**config.mk**
```make
export PLATFORM = sky130hd
export DESIGN_NAME = nibble_scan_expander
export DESIGN_NICKNAME = d
export VERILOG_FILES = /design/src/rtl/nibble_scan_expander.sv
export SDC_FILE = /design/constraint.sdc
export NUM_CORES = 1
export LEC_CHECK = 0
export BUFFER_PORTS_ARGS = -buffer_cell sky130_fd_sc_hd__buf_2
export CORE_MARGIN = 8
export CORE_UTILIZATION = 40
export CTS_CLUSTER_SIZE = 25
export DETAILED_ROUTE_END_ITERATION = 12
export PLACE_DENSITY = 0.68
export SLEW_MARGIN = 20
export SYNTH_ARGS = -nofsm -noshare
export SYNTH_HDL_FRONTEND = slang
export SYNTH_SLANG_ARGS = --single-unit
export TNS_END_PERCENT = 30
```
**constraint.sdc**
```tcl
create_clock -name clk -period 1.9 [get_ports clk]
set_clock_uncertainty 0.05 [all_clocks]
set_input_delay 0.095 -clock clk [delete_from_list [all_inputs] [get_ports clk]]
set_output_delay 0.095 -clock clk [all_outputs]
set_load 0.05 [all_outputs]
```
**src/rtl/nibble_scan_expander.sv**
```systemverilog
module nibble_scan_expander #(
  parameter int ROW_BYTES  = 64,
  parameter int VIS_ROWS   = 64,
  parameter int STORE_ROWS = 80,
  parameter int MAG        = 4,
  localparam int ADDR_W    = $clog2(STORE_ROWS * ROW_BYTES)
) (
  input  logic              clk,
  input  logic              rst_n,
  input  logic              redraw_req,
  input  logic              start,
  input  logic              fmt_sel,
  output logic              fb_rd_en,
  output logic [ADDR_W-1:0] fb_rd_addr,
  input  logic [7:0]        fb_rd_data,
  output logic              pix_valid,
  input  logic              pix_ready,
  output logic [23:0]       pix_data,
  output logic              pix_last
);

  localparam int CW   = ROW_BYTES > 1 ? $clog2(ROW_BYTES) : 1;
  localparam int RW   = VIS_ROWS > 1 ? $clog2(VIS_ROWS) + 1 : 2;
  localparam int MW   = MAG > 1 ? $clog2(MAG) : 1;
  localparam int SUBS = 2 * MAG;
  localparam int SW   = $clog2(SUBS);
  localparam logic [CW-1:0] COL_LAST = CW'(ROW_BYTES - 1);
  localparam logic [MW-1:0] REP_LAST = MW'(MAG - 1);
  localparam logic [RW-1:0] ROW_LAST = RW'(VIS_ROWS - 1);
  localparam logic [SW-1:0] SUB_LAST = SW'(SUBS - 1);

  logic          pending, active, fmt_q;
  logic          fetch_done, rd_pend, rd_last;
  logic [CW-1:0] fcol;
  logic [MW-1:0] frep;
  logic [RW-1:0] frow;
  logic [7:0]    nxt, cur;
  logic          nxt_v, nxt_last, cur_v, cur_last;
  logic [SW-1:0] sub;

  logic frame_go, frame_end, cur_fin, load_cur, fetch_final;

  assign frame_go    = start && pending && !active;
  assign cur_fin     = cur_v && pix_ready && (sub == SUB_LAST);
  assign frame_end   = cur_fin && cur_last;
  assign load_cur    = nxt_v && (!cur_v || cur_fin);
  assign fetch_final = (fcol == COL_LAST) && (frep == REP_LAST) && (frow == ROW_LAST);

  assign fb_rd_en   = active && !fetch_done && !rd_pend && (!nxt_v || load_cur);
  assign fb_rd_addr = ADDR_W'(int'(frow) * ROW_BYTES + int'(fcol));

  always_ff @(posedge clk) begin
    if (!rst_n) begin
      pending <= 1'b0;
      active  <= 1'b0;
      fmt_q   <= 1'b0;
    end else begin
      if (frame_end)       pending <= redraw_req;
      else if (redraw_req) pending <= 1'b1;
      if (frame_go) begin
        active <= 1'b1;
        fmt_q  <= fmt_sel;
      end else if (frame_end) begin
        active <= 1'b0;
      end
    end
  end

  always_ff @(posedge clk) begin
    if (!rst_n) begin
      fetch_done <= 1'b0;
      rd_pend    <= 1'b0;
      rd_last    <= 1'b0;
      fcol       <= '0;
      frep       <= '0;
      frow       <= '0;
    end else begin
      rd_pend <= fb_rd_en;
      if (frame_go) begin
        fetch_done <= 1'b0;
        fcol       <= '0;
        frep       <= '0;
        frow       <= '0;
      end else if (fb_rd_en) begin
        rd_last <= fetch_final;
        if (fetch_final) fetch_done <= 1'b1;
        if (fcol == COL_LAST) begin
          fcol <= '0;
          if (frep == REP_LAST) begin
            frep <= '0;
            frow <= frow + 1'b1;
          end else begin
            frep <= frep + 1'b1;
          end
        end else begin
          fcol <= fcol + 1'b1;
        end
      end
    end
  end

  always_ff @(posedge clk) begin
    if (!rst_n) begin
      nxt      <= '0;
      nxt_v    <= 1'b0;
      nxt_last <= 1'b0;
    end else if (rd_pend) begin
      nxt      <= fb_rd_data;
      nxt_v    <= 1'b1;
      nxt_last <= rd_last;
    end else if (load_cur) begin
      nxt_v <= 1'b0;
    end
  end

  always_ff @(posedge clk) begin
    if (!rst_n) begin
      cur      <= '0;
      cur_v    <= 1'b0;
      cur_last <= 1'b0;
      sub      <= '0;
    end else if (load_cur) begin
      cur      <= nxt;
      cur_v    <= 1'b1;
      cur_last <= nxt_last;
      sub      <= '0;
    end else if (cur_v && pix_ready) begin
      if (cur_fin) cur_v <= 1'b0;
      else         sub   <= sub + 1'b1;
    end
  end

  logic [3:0] nib;
  logic [4:0] n5;
  logic [7:0] lo565, hi565;

  assign nib   = (sub < SW'(MAG)) ? cur[7:4] : cur[3:0];
  assign n5    = {nib, nib[3]};
  assign lo565 = {3'b000, n5} | {n5[1:0], 6'b0} | ({2'b00, n5, 1'b0} & 8'h20);
  assign hi565 = {n5, 3'b000} | {5'b00000, n5[4:2]};

  assign pix_valid = cur_v;
  assign pix_last  = cur_v && cur_last && (sub == SUB_LAST);
  assign pix_data  = fmt_q ? {nib, nib, nib, nib, nib, nib} : {8'h00, hi565, lo565};


  stall_hold_chk: assert property (@(posedge clk) disable iff (!rst_n)
    pix_valid && !pix_ready |=> pix_valid && $stable(pix_data) && $stable(pix_last));


  addr_range_chk: assert property (@(posedge clk) disable iff (!rst_n)
    fb_rd_en |-> int'(fb_rd_addr) < VIS_ROWS * ROW_BYTES);


  start_ignored_chk: assert property (@(posedge clk) disable iff (!rst_n)
    start && !pending && !active |=> !active);


  fmt_frozen_chk: assert property (@(posedge clk) disable iff (!rst_n)
    active |=> $stable(fmt_q));


  end_quiet_chk: assert property (@(posedge clk) disable iff (!rst_n)
    pix_valid && pix_ready && pix_last |=> !pix_valid && !fb_rd_en);


  pend_clear_chk: assert property (@(posedge clk) disable iff (!rst_n)
    pix_valid && pix_ready && pix_last && !redraw_req |=> !pending);


  pend_keep_chk: assert property (@(posedge clk) disable iff (!rst_n)
    pix_valid && pix_ready && pix_last && redraw_req |=> pending);


  one_in_flight_chk: assert property (@(posedge clk) disable iff (!rst_n)
    rd_pend |-> !nxt_v);

endmodule

```
==> results of run 1 <==
[what timing repair did]
action                                 4_1_cts  5_1_grt
setup buffers                                3        2
gates resized for setup                      4       18
pin swaps                                    2        5
endpoints found under the hold margin        7        0
hold buffers                                 7        0
setup endpoints to repair                    4       20
[cells by family after synthesis]
| logic type | Yosys count | share of synthesized area, % |
|---|---|---|
| AND/OR/NAND/NOR | 79 | 21.28 |
| flip-flops | 44 | 43.16 |
| AO/OA/AOI/OAI | 38 | 11.40 |
| multiplexers | 26 | 12.81 |
| buffers and inverters | 23 | 6.131 |
| XOR/XNOR | 5 | 2.146 |
| adder cells (fa/ha/maj) | 5 | 3.066 |
[cells in the mapped netlist]
master | number | share of area (%)
buf_1 | 1 | 0.18
nor2b_1 | 21 | 6.4
a21boi_2 | 1 | 0.55
and4_1 | 1 | 0.43
xor2_1 | 2 | 0.86
a21oi_1 | 19 | 4.7
nand4_1 | 1 | 0.31
inv_1 | 6 | 1.1
o21ai_0 | 4 | 0.98
or3b_4 | 1 | 0.55
inv_2 | 1 | 0.18
buf_4 | 8 | 2.9
or2_2 | 1 | 0.31
and3_1 | 3 | 0.92
or4_1 | 3 | 1.1
nand3_1 | 6 | 1.5
xnor2_1 | 3 | 1.3
nor2_1 | 19 | 3.5
mux2_2 | 1 | 0.55
buf_6 | 1 | 0.55
nand3b_1 | 3 | 1.1
or3_1 | 2 | 0.61
buf_2 | 1 | 0.25
o41ai_1 | 1 | 0.43
a21o_1 | 2 | 0.74
ha_1 | 5 | 3.1
clkbuf_1 | 5 | 0.92
nand2_1 | 12 | 2.2
o31ai_1 | 4 | 1.5
nand2b_1 | 1 | 0.31
a211oi_1 | 4 | 1.5
o21a_1 | 1 | 0.37
nand4bb_1 | 2 | 1.1
dfxtp_1 | 44 | 43
mux2i_1 | 25 | 12
and2_1 | 3 | 0.92
a21boi_1 | 1 | 0.37
a21boi_0 | 1 | 0.37
[metal layers]
metal | vias up | global-route usage (%) | part of all wire (%)
li1 | 900 | - | -
met1 | 828 | 16.10 | 45
met2 | 29 | 22.31 | 50
met3 | 4 | 2.830 | 3.5
met4 | 0 | 5.781 | 1.4
met5 | - | 0 | 0
[power by group through the flow]
stage,Sequential (W),Clock (W),Combinational [W]
5_1_grt,0.000948,0.000671,0.000220
3_3_place_gp,0.000966,0,0.000177
4_1_cts,0.000945,0.000637,0.000198
3_5_place_dp,0.000966,0,0.000179
2_1_floorplan,0.000972,0,0.000120
6_report,0.000946,0.000615,0.000205
[state kept, by name (all words and copies together), names as in the netlist, 2 cells and up]
name,flops
cur,8
nxt,8
fcol,6
frow,7
frep,2
sub,3
[area by class of cell]
cell class,instances,area share (%)
inverter,7,0.9593
clock buffer,5,2.513
tap,70,3.198
multi-input combinational,153,40.93
timing repair buffer,82,19.19
clock inverter,3,0.9137
sequential,44,32.30
[per-stage QoR]
stage,std cells,setup slack [ns]
after floorplan,220,-0.2303
after global placement,344,0.1083
after detailed placement,344,0.05767
after CTS,362,0.006462
after global routing,364,0.001663
final,364,0.07224
[tightest hold or removal path, delay by kind of cell]
family	cells	cell delay (ns)
buffers and inverters	1	0.07
multiplexers	1	0.05
AND/OR/NAND/NOR	1	0.09
[worst max path at each step]
stage                start     endpoint  slack (ns)  depth (start not counted)
global placement    sub[0]     fb_rd_en        0.11                          7
floorplan           sub[2]  pix_data[3]       -0.23                          5
finish              sub[0]      frow[5]        0.07                          7
CTS                 sub[0]      frep[0]       0.006                          8
global route        sub[2]  pix_data[2]       0.002                          5
detailed placement  sub[0]     fb_rd_en        0.06                          7
==> impl_results.html, run 1 <==
<table>
<tr><th>Metric</th><th>Value</th></tr>
<tr><th colspan="2">STA</th></tr>
<tr><td>Worst slack on hold paths</td><td>0.006063 ns</td></tr>
<tr><td>Final count of negative-setup-slack endpoints</td><td>0</td></tr>
<tr><td>RSZ-0062 raised after global routing</td><td>false</td></tr>
<tr><td>Minimum clock period after layout</td><td>1.828 ns</td></tr>
<tr><td>Post-route fraction of the period consumed by the critical path</td><td>96.20%</td></tr>
<tr><td>Setup TNS Final</td><td>0 ns</td></tr>
<tr><td>Count of endpoints failing hold in the final timing report</td><td>0</td></tr>
<tr><td>Count of final max-slew check failures</td><td>0</td></tr>
<tr><td>Transition at the pin with the smallest max-transition slack</td><td>0.4943 ns</td></tr>
<tr><td>Maximum frequency from static timing analysis</td><td>547.1 MHz</td></tr>
<tr><td>Relative slew margins</td><td>67.00%</td></tr>
<tr><th colspan="2">Yosys</th></tr>
<tr><td>Gate count of the mapped netlist</td><td>220</td></tr>
<tr><td>Mean area per synthesized cell</td><td>9.276 um^2</td></tr>
<tr><td>Count of cell types in the netlist</td><td>38</td></tr>
<tr><td>Part of the Yosys area used for sequential elements</td><td>43.16%</td></tr>
<tr><td>Number of synthesized register bits</td><td>44</td></tr>
<tr><td>Net count after synthesis</td><td>239</td></tr>
<tr><td>Area of the mapped netlist</td><td>2041 um^2</td></tr>
<tr><td>Total number of yosys warnings</td><td>0</td></tr>
<tr><th colspan="2">Worst setup path</th></tr>
<tr><td>Slowest cell on crit path</td><td>or4_4</td></tr>
<tr><td>Kind of end point of the critical path</td><td>register</td></tr>
<tr><td>Crit-path leading delay family</td><td>simple AND/OR/NAND/NOR gates</td></tr>
<tr><td>Sequence of cells on the critical path</td><td>ha_1, ha_2, a21boi_2, buf_4, a21o_1, or4_4, a21oi_2</td></tr>
<tr><td>Slowest stage delay, CP</td><td>0.49 ns</td></tr>
<tr><td>Reg-to-reg endpoint</td><td>frow[5]</td></tr>
<tr><td>Arrival time worst endpoint</td><td>2.02 ns</td></tr>
<tr><td>Beginning of the worst register-to-register path</td><td>sub[0]</td></tr>
<tr><td>Required time worst endpoint</td><td>2.09 ns</td></tr>
<tr><td>Maximum fanout encountered on the critical timing path</td><td>4</td></tr>
<tr><td>Class of the most critical setup path</td><td>register to register</td></tr>
<tr><td>CP Launch Type</td><td>register</td></tr>
<tr><td>Register-to-register path setup slack</td><td>0.07 ns</td></tr>
<tr><td>Count of cells along the worst register-to-register path</td><td>7</td></tr>
<tr><td>Buf/Inv on CP</td><td>1</td></tr>
<tr><th colspan="2">Floorplan</th></tr>
<tr><td>Die extent in x</td><td>87.43 um</td></tr>
<tr><td>Initial core utilization</td><td>40.73%</td></tr>
<tr><td>Total core area</td><td>5010 um^2</td></tr>
<tr><td>Total I/O pin count</td><td>54</td></tr>
<tr><td>Full die area</td><td>7643 um^2</td></tr>
<tr><td>Die H</td><td>87.43 um</td></tr>
<tr><td>Number of rows created at floorplan</td><td>26</td></tr>
<tr><th colspan="2">Global routing</th></tr>
<tr><td>Initial antenna violation count</td><td>0</td></tr>
<tr><td>Overflow left after global routing</td><td>0</td></tr>
<tr><td>Number of global-route vias before repair</td><td>1765</td></tr>
<tr><td>Wire length of the first global-routing pass</td><td>8114 um</td></tr>
<tr><td>Maximum number of pins on one net before global-route repair</td><td>28</td></tr>
<tr><td>Tot GR Track Use</td><td>13.39%</td></tr>
<tr><th colspan="2">Cells and area</th></tr>
<tr><td>Fill count</td><td>465</td></tr>
<tr><td>Total number of nets in the final design</td><td>312</td></tr>
<tr><td>Post-Route Utilization</td><td>54.67%</td></tr>
<tr><td>Commonest non-fill, non-tap cells in the layout</td><td>buf_2, dfxtp_1, mux2i_1</td></tr>
<tr><td>ANT cells</td><td>0</td></tr>
<tr><td>Total area of multi-input combinational cells</td><td>1121 um^2</td></tr>
<tr><td>Post-route cell area</td><td>2739 um^2</td></tr>
<tr><td>Storage cell area</td><td>884.6 um^2</td></tr>
<tr><td>Commonest non-fill, non-tap cell in the layout</td><td>buf_2</td></tr>
<tr><td>Area growth syn-to-layout</td><td>34.21%</td></tr>
<tr><td>Fraction of layout cells with a size suffix above 1</td><td>35.37%</td></tr>
<tr><th colspan="2">Place</th></tr>
<tr><td>Post-detail-place hpwl</td><td>3632 um</td></tr>
<tr><td>Count of input and output buffers</td><td>53</td></tr>
<tr><td>RePlAce Congestion</td><td>0.8101</td></tr>
<tr><td>Total cell area at the placement stage</td><td>2460 um^2</td></tr>
<tr><th colspan="2">Run status</th></tr>
<tr><td>Status</td><td>finished, final reports clean</td></tr>
<tr><th colspan="2">Power</th></tr>
<tr><td>Clock group share of total power</td><td>34.8%</td></tr>
<tr><td>Worst-case vdd ir drop</td><td>0.0002720 V</td></tr>
<tr><td>Design internal power</td><td>0.001287 W</td></tr>
<tr><td>Combinational share of power</td><td>11.6%</td></tr>
<tr><td>Sw Ratio</td><td>27.07%</td></tr>
<tr><td>Sequential group share of total power</td><td>53.6%</td></tr>
<tr><td>Power Dens Cells</td><td>644.6 nW/um^2</td></tr>
<tr><td>Leakage dissipation</td><td>1.241 nW</td></tr>
<tr><td>Power consumption</td><td>0.001765 W</td></tr>
<tr><td>Sw power</td><td>0.0004779 W</td></tr>
<tr><th colspan="2">Clock network</th></tr>
<tr><td>Clk pin slew, worst setup/hold paths</td><td>0.09 ns</td></tr>
<tr><td>Number of buffers created by CTS</td><td>5</td></tr>
<tr><td>TritonCTS sink count</td><td>44</td></tr>
<tr><td>Source-to-sink clock delay at the later pin of the worst-skew pair</td><td>0.30 ns</td></tr>
<tr><td>Htree depth</td><td>2</td></tr>
<tr><td>Clk buf depth</td><td>2</td></tr>
<tr><td>TritonCTS clock tree</td><td>built</td></tr>
<tr><td>CTS Root Buffer Type</td><td>clkbuf_8</td></tr>
<tr><th colspan="2">Drt</th></tr>
<tr><td>Vias after detailed routing</td><td>1761</td></tr>
<tr><td>Detailed router's first-iteration violation count</td><td>113</td></tr>
<tr><td>Wire per inst</td><td>13.73 um</td></tr>
<tr><td>First-pass iteration count of the detailed router</td><td>4</td></tr>
<tr><td>Final routed wirelength across all metal layers</td><td>4996 um</td></tr>
<tr><td>Vias per inst</td><td>4.838</td></tr>
<tr><td>Total DRC errors in the routed layout</td><td>0</td></tr>
<tr><td>Antenna-violating nets left</td><td>0</td></tr>
<tr><th colspan="2">Worst hold path</th></tr>
<tr><td>Hold Path Sink</td><td>fmt_q</td></tr>
<tr><td>Cells on Worst Hold Path</td><td>3</td></tr>
<tr><td>Worst Hold Launch</td><td>fmt_sel</td></tr>
<tr><td>Path type of the worst min-delay path</td><td>input pin to register</td></tr>
<tr><th colspan="2">Run</th></tr>
<tr><td>Number of violations of the max-capacitance limit</td><td>0</td></tr>
</table>
Power figures use the tool's default switching activity.
==> run 2, diff against run 1 <==
Settings changed: CAP_MARGIN set to 25, HOLD_SLACK_MARGIN set to 0.12.
==> run 2 against run 1 <==
Net effect:
- clock power about the same
- count of clock-buffer cells in the layout unchanged
- register-to-register slack about the same
- critical endpoint is now fcol[5]
- combinational power increased by 3%
- sequential power about the same
- critical path type unchanged
- final cell count increased by 1.1%
- largest cell class unchanged
- first-iteration DRC count decreased by 17%
- die area unchanged
- core utilization increased by 0.80 points
- worst setup slack improved by 0.0010 ns
==> impl_results.html, run 2 (synthesis results as in run 1) <==
<table>
<tr><th>Metric</th><th>Value</th></tr>
<tr><th colspan="2">Drt</th></tr>
<tr><td>First-pass iteration count of the detailed router</td><td>4 (unchanged)</td></tr>
<tr><td>Detailed router's first-iteration violation count</td><td>94 (-17%)</td></tr>
<tr><td>Met3 wirelength from detailed routing</td><td>191 um (+10%)</td></tr>
<tr><td>Wire length the detailed router placed on met1</td><td>2255 um (about the same)</td></tr>
<tr><td>Vias per inst</td><td>4.823 (-0.30%)</td></tr>
<tr><td>Wire per inst</td><td>13.67 um (-0.43%)</td></tr>
<tr><td>Final routed wirelength across all metal layers</td><td>5029 um (+0.66%)</td></tr>
<tr><td>Antenna-violating nets left</td><td>0 (unchanged)</td></tr>
<tr><td>Uppermost routed layer</td><td>met4</td></tr>
<tr><td>Total DRC errors in the routed layout</td><td>0 (unchanged)</td></tr>
<tr><td>Vias after detailed routing</td><td>1775 (+0.80%)</td></tr>
<tr><td>Metal2 WL</td><td>2514 um (+0.52%)</td></tr>
<tr><th colspan="2">Place</th></tr>
<tr><td>RePlAce Congestion</td><td>0.8101 (unchanged)</td></tr>
<tr><td>Post-detail-place hpwl</td><td>3632 um (unchanged)</td></tr>
<tr><td>Count of input and output buffers</td><td>53 (unchanged)</td></tr>
<tr><td>Total cell area at the placement stage</td><td>2460 um^2 (unchanged)</td></tr>
<tr><th colspan="2">Worst setup path</th></tr>
<tr><td>CP Launch Type</td><td>register</td></tr>
<tr><td>Required time worst endpoint</td><td>2.09 ns (about the same)</td></tr>
<tr><td>Arrival time worst endpoint</td><td>2.02 ns (about the same)</td></tr>
<tr><td>Slowest cell on crit path</td><td>or4_1</td></tr>
<tr><td>Kind of end point of the critical path</td><td>register</td></tr>
<tr><td>Slowest stage delay, CP</td><td>0.49 ns (about the same)</td></tr>
<tr><td>Sequence of cells on the critical path</td><td>or3b_4, a21o_4, buf_4, or4_1, a21oi_1</td></tr>
<tr><td>Maximum fanout encountered on the critical timing path</td><td>6 (+2)</td></tr>
<tr><td>Class of the most critical setup path</td><td>register to register</td></tr>
<tr><th colspan="2">Cells and area</th></tr>
<tr><td>ANT cells</td><td>0 (unchanged)</td></tr>
<tr><td>Total number of nets in the final design</td><td>316 (+1.3%)</td></tr>
<tr><td>Fraction of layout cells with a size suffix above 1</td><td>34.90% (-0.47 points)</td></tr>
<tr><td>Commonest non-fill, non-tap cell in the layout</td><td>buf_2</td></tr>
<tr><td>Area growth syn-to-layout</td><td>36.17%</td></tr>
<tr><td>Post-route cell area</td><td>2779 um^2 (+1.5%)</td></tr>
<tr><td>Top Registers</td><td>cur: 8 flops, nxt: 8 flops, frow: 7 flops</td></tr>
<tr><td>Commonest non-fill, non-tap cells in the layout</td><td>buf_2, dfxtp_1, mux2i_1</td></tr>
<tr><th colspan="2">Global routing</th></tr>
<tr><td>Wire length of the first global-routing pass</td><td>8211 um (+1.2%)</td></tr>
<tr><td>Initial antenna violation count</td><td>0 (unchanged)</td></tr>
<tr><td>Tot GR Track Use</td><td>13.53% (+0.14 points)</td></tr>
<tr><td>Maximum number of pins on one net before global-route repair</td><td>28 (unchanged)</td></tr>
<tr><td>Number of global-route vias before repair</td><td>1781 (+0.91%)</td></tr>
<tr><td>Overflow left after global routing</td><td>0 (unchanged)</td></tr>
<tr><th colspan="2">Floorplan</th></tr>
<tr><td>Total I/O pin count</td><td>54 (unchanged)</td></tr>
<tr><td>Die extent in x</td><td>87.43 um (unchanged)</td></tr>
<tr><td>Die H</td><td>87.43 um (unchanged)</td></tr>
<tr><td>Number of rows created at floorplan</td><td>26 (unchanged)</td></tr>
<tr><td>Total core area</td><td>5010 um^2 (unchanged)</td></tr>
<tr><td>Initial core utilization</td><td>40.73% (unchanged)</td></tr>
<tr><td>Full die area</td><td>7643 um^2 (unchanged)</td></tr>
<tr><th colspan="2">Clock network</th></tr>
<tr><td>TritonCTS clock tree</td><td>built</td></tr>
<tr><td>Htree depth</td><td>2 (unchanged)</td></tr>
<tr><td>Source-to-sink clock delay at the later pin of the worst-skew pair</td><td>0.30 ns (about the same)</td></tr>
<tr><td>TritonCTS sink count</td><td>44 (unchanged)</td></tr>
<tr><td>CTS Root Buffer Type</td><td>clkbuf_8</td></tr>
<tr><td>Number of buffers created by CTS</td><td>5 (unchanged)</td></tr>
<tr><td>Clk buf depth</td><td>2 (unchanged)</td></tr>
<tr><td>Clk pin slew, worst setup/hold paths</td><td>0.09 ns (about the same)</td></tr>
<tr><th colspan="2">Run</th></tr>
<tr><td>Number of violations of the max-capacitance limit</td><td>0 (unchanged)</td></tr>
<tr><th colspan="2">Run status</th></tr>
<tr><td>Status</td><td>finished, final reports clean</td></tr>
<tr><th colspan="2">STA</th></tr>
<tr><td>Transition at the pin with the smallest max-transition slack</td><td>0.4944 ns (+0.0001140 ns)</td></tr>
<tr><td>Count of endpoints failing hold in the final timing report</td><td>0 (unchanged)</td></tr>
<tr><td>Post-route fraction of the period consumed by the critical path</td><td>96.14% (about the same)</td></tr>
<tr><td>Final count of negative-setup-slack endpoints</td><td>0 (unchanged)</td></tr>
<tr><td>Maximum frequency from static timing analysis</td><td>547.4 MHz (about the same)</td></tr>
<tr><td>Setup TNS Final</td><td>0 ns (unchanged)</td></tr>
<tr><td>Minimum clock period after layout</td><td>1.827 ns (-0.001029 ns)</td></tr>
<tr><td>RSZ-0062 raised after global routing</td><td>false</td></tr>
<tr><td>Relative slew margins</td><td>66.99% (about the same)</td></tr>
<tr><td>Count of final max-slew check failures</td><td>0 (unchanged)</td></tr>
<tr><th colspan="2">Power</th></tr>
<tr><td>Worst-case vdd ir drop</td><td>0.0002720 V (about the same)</td></tr>
<tr><td>Power Dens Cells</td><td>637.5 nW/um^2 (-1.1%)</td></tr>
<tr><td>Leakage dissipation</td><td>1.257 nW (+1.3%)</td></tr>
<tr><th colspan="2">Worst hold path</th></tr>
<tr><td>Path type of the worst min-delay path</td><td>input pin to register</td></tr>
</table>
run 2: changes by cell type in the layout (fill, tap and decap cells not counted), sizes merged:
cell / change
dlygate4sd3: +4
run 2: worst paths after layout:
| kind | depth (start not counted) | to | slack [ns] | startpoint |
|---|---|---|---|---|
| worst max-delay path | 5 | fcol[5] | 0.07 | rd_pend |
| worst min-delay path | 3 | active | 0.16 | start |
| worst max register to register | 5 | fcol[5] | 0.07 | rd_pend |
| worst min register to register | 2 | fetch_done | 0.41 | fetch_done |
run 2: metrics by stage:
stage	util, %	hold WS, ns	worst slack (ns)	total power, W	cells
3_3_place_gp	49.10	0.2768	0.1083	0.001143	344
4_1_cts	53.90	0.1643	0.006462	0.001786	366
5_1_grt	55.47	0.2004	0.001663	0.001846	368
2_1_floorplan	-	0.1732	-0.2303	0.001092	220
3_5_place_dp	49.10	0.2831	0.05767	0.001145	344
6_report	55.47	0.1581	0.07327	0.001772	368
run 2: area by class of cell:
cell class	instances	area [um^2]
Inverter	7	26.28
Clock buffer	5	68.82
Sequential cell	44	884.6
Timing Repair Buffer	86	565.5
Clock inverter	3	25.02
Multi-Input combinational cell	153	1121
Fill cell	460	2231
Tap cell	70	87.58
run 2: where the power goes:
group | internal [W] | total (W) | switching [W]
clock | 0.000268 | 0.000614 | 0.000346
sequential | 0.000934 | 0.000946 | 0.0000115
combinational | 0.0000905 | 0.000212 | 0.000121
run 2: layer usage:
metal	track usage (%)	up-vias
met3	2.830	4
li1	-	908
met5	0	-
met1	16.32	830
met4	5.781	0
met2	22.52	33
run 2: timing repair:
action                                  CTS  global route
buffers inserted                          3             2
hold buffers                             11             0
gates resized for setup                   4            18
pin swaps                                 2             5
endpoints found under the hold margin    11             0
endpoints found under the setup margin    4            20
run 2: worst max-delay path, delay by kind of cell, from the launching register on:
kind	cells	cell delay [ns]
buf+inv	1	0.15
simple gates	2	0.91
flops	1	0.33
compound gates	2	0.33
==> run 3, diff against run 2 <==
Clock period 1.9 ns to 2.2 ns, I/O delays scaled along.
==> run 3 against run 2 <==
Net effect:
- core utilization decreased by 3.9 points
- die area did not move
- global-route usage fell by 0.77 points
- count of clock-buffer cells in the layout grew 2
- sequential share of layout area increased by 2.3 points
- non-clock buffer count shrank 17
- wire length decreased by 8.2%
- worst setup slack better by 0.11 ns
==> impl_results.html, run 3 (synthesis results as in run 1) <==
<table>
<tr><th>Metric</th><th>Value</th></tr>
<tr><th colspan="2">Run status</th></tr>
<tr><td>Status</td><td>finished, final reports clean</td></tr>
<tr><th colspan="2">Place</th></tr>
<tr><td>RePlAce Congestion</td><td>0.8174 (+0.90%)</td></tr>
<tr><td>Post-detail-place hpwl</td><td>3386 um (-6.8%)</td></tr>
<tr><td>Count of input and output buffers</td><td>53 (unchanged)</td></tr>
<tr><td>Total cell area at the placement stage</td><td>2332 um^2 (-5.2%)</td></tr>
<tr><th colspan="2">Floorplan</th></tr>
<tr><td>Total core area</td><td>5010 um^2 (unchanged)</td></tr>
<tr><td>Initial core utilization</td><td>40.73% (unchanged)</td></tr>
<tr><td>Number of rows created at floorplan</td><td>26 (unchanged)</td></tr>
<tr><td>Total I/O pin count</td><td>54 (unchanged)</td></tr>
<tr><td>Full die area</td><td>7643 um^2 (unchanged)</td></tr>
<tr><td>Die H</td><td>87.43 um (unchanged)</td></tr>
<tr><td>Die extent in x</td><td>87.43 um (unchanged)</td></tr>
<tr><th colspan="2">STA</th></tr>
<tr><td>Count of endpoints failing hold in the final timing report</td><td>0 (unchanged)</td></tr>
<tr><td>Relative slew margins</td><td>71.99% (+5.0 points)</td></tr>
<tr><td>Post-route fraction of the period consumed by the critical path</td><td>91.79%</td></tr>
<tr><td>RSZ-0062 raised after global routing</td><td>false</td></tr>
<tr><td>Minimum clock period after layout</td><td>2.019 ns</td></tr>
<tr><td>Maximum frequency from static timing analysis</td><td>495.2 MHz</td></tr>
<tr><td>Count of final max-slew check failures</td><td>0 (unchanged)</td></tr>
<tr><td>Transition at the pin with the smallest max-transition slack</td><td>0.4176 ns (-0.07679 ns)</td></tr>
<tr><td>Final count of negative-setup-slack endpoints</td><td>0 (unchanged)</td></tr>
<tr><th colspan="2">Worst setup path</th></tr>
<tr><td>Class of the most critical setup path</td><td>register to output port</td></tr>
<tr><td>Beginning of the worst register-to-register path</td><td>sub[0]</td></tr>
<tr><td>CP Launch Type</td><td>register</td></tr>
<tr><td>Kind of end point of the critical path</td><td>output port</td></tr>
<tr><td>Reg-to-reg endpoint</td><td>frow[5]</td></tr>
<tr><td>Arrival time worst endpoint</td><td>1.86 ns (-0.16 ns)</td></tr>
<tr><td>Count of cells along the worst register-to-register path</td><td>6 (+1)</td></tr>
<tr><td>Required time worst endpoint</td><td>2.04 ns (-0.05 ns)</td></tr>
<tr><td>Maximum fanout encountered on the critical timing path</td><td>12 (+6)</td></tr>
<tr><td>Register-to-register path setup slack</td><td>0.30 ns (+0.23 ns)</td></tr>
<tr><th colspan="2">Clock network</th></tr>
<tr><td>CTS Root Buffer Type</td><td>clkbuf_8</td></tr>
<tr><td>Clk buf depth</td><td>2 (unchanged)</td></tr>
<tr><td>Number of buffers created by CTS</td><td>5 (unchanged)</td></tr>
<tr><td>TritonCTS clock tree</td><td>built</td></tr>
<tr><td>Htree depth</td><td>2 (unchanged)</td></tr>
<tr><td>Setup repair bufs after CTS</td><td>0 (-3)</td></tr>
<tr><td>TritonCTS sink count</td><td>44 (unchanged)</td></tr>
<tr><td>Clk pin slew, worst setup/hold paths</td><td>0.08 ns (about the same)</td></tr>
<tr><td>Source-to-sink clock delay at the later pin of the worst-skew pair</td><td>0.29 ns (about the same)</td></tr>
<tr><th colspan="2">Power</th></tr>
<tr><td>Leakage dissipation</td><td>1.177 nW (-6.4%)</td></tr>
<tr><td>Power Dens Cells</td><td>634.0 nW/um^2 (-0.55%)</td></tr>
<tr><td>Worst-case vdd ir drop</td><td>0.0004536 V (+67%)</td></tr>
<tr><th colspan="2">Drt</th></tr>
<tr><td>Total DRC errors in the routed layout</td><td>0 (unchanged)</td></tr>
<tr><td>Vias per inst</td><td>4.749 (-1.5%)</td></tr>
<tr><td>Detailed router's first-iteration violation count</td><td>89 (-5.3%)</td></tr>
<tr><td>Vias after detailed routing</td><td>1667 (-6.1%)</td></tr>
<tr><td>Antenna-violating nets left</td><td>0 (unchanged)</td></tr>
<tr><td>Final routed wirelength across all metal layers</td><td>4619 um (-8.2%)</td></tr>
<tr><td>Wire per inst</td><td>13.16 um (-3.7%)</td></tr>
<tr><td>First-pass iteration count of the detailed router</td><td>4 (unchanged)</td></tr>
<tr><th colspan="2">Cells and area</th></tr>
<tr><td>Fraction of layout cells with a size suffix above 1</td><td>25.62% (-9.3 points)</td></tr>
<tr><td>Total number of nets in the final design</td><td>299 (-5.4%)</td></tr>
<tr><td>Commonest non-fill, non-tap cell in the layout</td><td>buf_2</td></tr>
<tr><td>Fill count</td><td>499 (+8.5%)</td></tr>
<tr><td>Post-route cell area</td><td>2584 um^2 (-7.0%)</td></tr>
<tr><td>Area growth syn-to-layout</td><td>26.61%</td></tr>
<tr><td>Storage cell area</td><td>880.8 um^2 (-0.42%)</td></tr>
<tr><td>Post-Route Utilization</td><td>51.57% (-3.9 points)</td></tr>
<tr><td>Commonest non-fill, non-tap cells in the layout</td><td>buf_2, dfxtp_1, mux2i_1</td></tr>
<tr><td>Total area of multi-input combinational cells</td><td>1050 um^2 (-6.4%)</td></tr>
<tr><td>Top Registers</td><td>cur: 8 flops, nxt: 8 flops, frow: 7 flops</td></tr>
<tr><td>ANT cells</td><td>0 (unchanged)</td></tr>
<tr><th colspan="2">Global routing</th></tr>
<tr><td>Overflow left after global routing</td><td>0 (unchanged)</td></tr>
<tr><td>Met1 capacity usage during global routing</td><td>15.42% (-0.89 points)</td></tr>
<tr><td>Wire length of the first global-routing pass</td><td>7652 um (-6.8%)</td></tr>
<tr><td>GRT busiest layer</td><td>met2</td></tr>
<tr><td>Tot GR Track Use</td><td>12.76% (-0.77 points)</td></tr>
<tr><td>Maximum number of pins on one net before global-route repair</td><td>27 (-3.6%)</td></tr>
<tr><td>M3 GR Usage</td><td>3.113% (+0.28 points)</td></tr>
<tr><td>Global-route track usage on met2</td><td>20.25% (-2.3 points)</td></tr>
<tr><td>Number of global-route vias before repair</td><td>1617 (-9.2%)</td></tr>
<tr><td>Initial antenna violation count</td><td>0 (unchanged)</td></tr>
<tr><th colspan="2">Run</th></tr>
<tr><td>Number of violations of the max-capacitance limit</td><td>0 (unchanged)</td></tr>
<tr><th colspan="2">Worst hold path</th></tr>
<tr><td>Path type of the worst min-delay path</td><td>input pin to register</td></tr>
<tr><td>Hold Path Sink</td><td>fcol[0]</td></tr>
<tr><td>Cells on Worst Hold Path</td><td>4 (+1)</td></tr>
<tr><td>Worst Hold Launch</td><td>rst_n</td></tr>
</table>
-- run 3: how the worst max path moves through the flow --
| stage | start | end | slack, ns | cells past startpoint |
|---|---|---|---|---|
| after CTS | sub[0] | fb_rd_en | 0.02 | 6 |
| after global routing | sub[0] | fb_rd_en | 0.06 | 6 |
| after floorplan | sub[2] | pix_data[10] | -0.30 | 6 |
| final | sub[0] | fb_rd_en | 0.18 | 6 |
| after detailed placement | sub[0] | fb_rd_en | 0.25 | 6 |
| after global placement | sub[0] | fb_rd_en | 0.31 | 6 |
-- run 3: cell type report --
class                      instances  area share, %
tap                               70          3.390
clock buffer                       7          3.729
clock inverter                     1          1.162
multi-input combinational        153          40.63
timing repair buffer              69          15.98
sequential                        44          34.09
inverter                           7          1.017
-- run 3: critical path, cell delays in order, from the launching register on --
cell      delay, ns
dfxtp_1        0.33
ha_1           0.20
ha_1           0.23
a21boi_4       0.28
a21o_4         0.23
inv_2          0.08
buf_2          0.21
-- run 3: metal layers --
metal,up-vias,part of all wire (%)
li1,877,-
met1,758,47
met2,27,47
met3,5,3.3
met4,0,2.1
met5,-,0
-- run 3: stage by stage --
stage	setup TNS [ns]	instances	hold WS [ns]	total power [W]	worst slack (ns)
finish	0	351	0.1885	0.001638	0.1806
global route	0	351	0.1970	0.001703	0.06492
CTS	0	351	0.1833	0.001652	0.02489
detailed placement	0	332	0.3097	0.0009771	0.2529
global placement	0	332	0.2930	0.0009755	0.3083
floorplan	-0.5948	220	0.1882	0.0009398	-0.2974
-- run 3: report_power, final --
| part | internal, W | switching, W | leakage (nW) | total, W |
|---|---|---|---|---|
| logic | 0.0000619 | 0.0000950 | 0.757 | 0.000157 |
| registers | 0.000807 | 0.0000113 | 0.355 | 0.000818 |
| clock network | 0.000401 | 0.000263 | 0.0645 | 0.000663 |
-- run 3: timing repair --
action,in CTS,in global routing
hold endpoints to repair,11,0
hold buffers,11,0
endpoints found under the setup margin,1,1
gates resized for setup,1,2
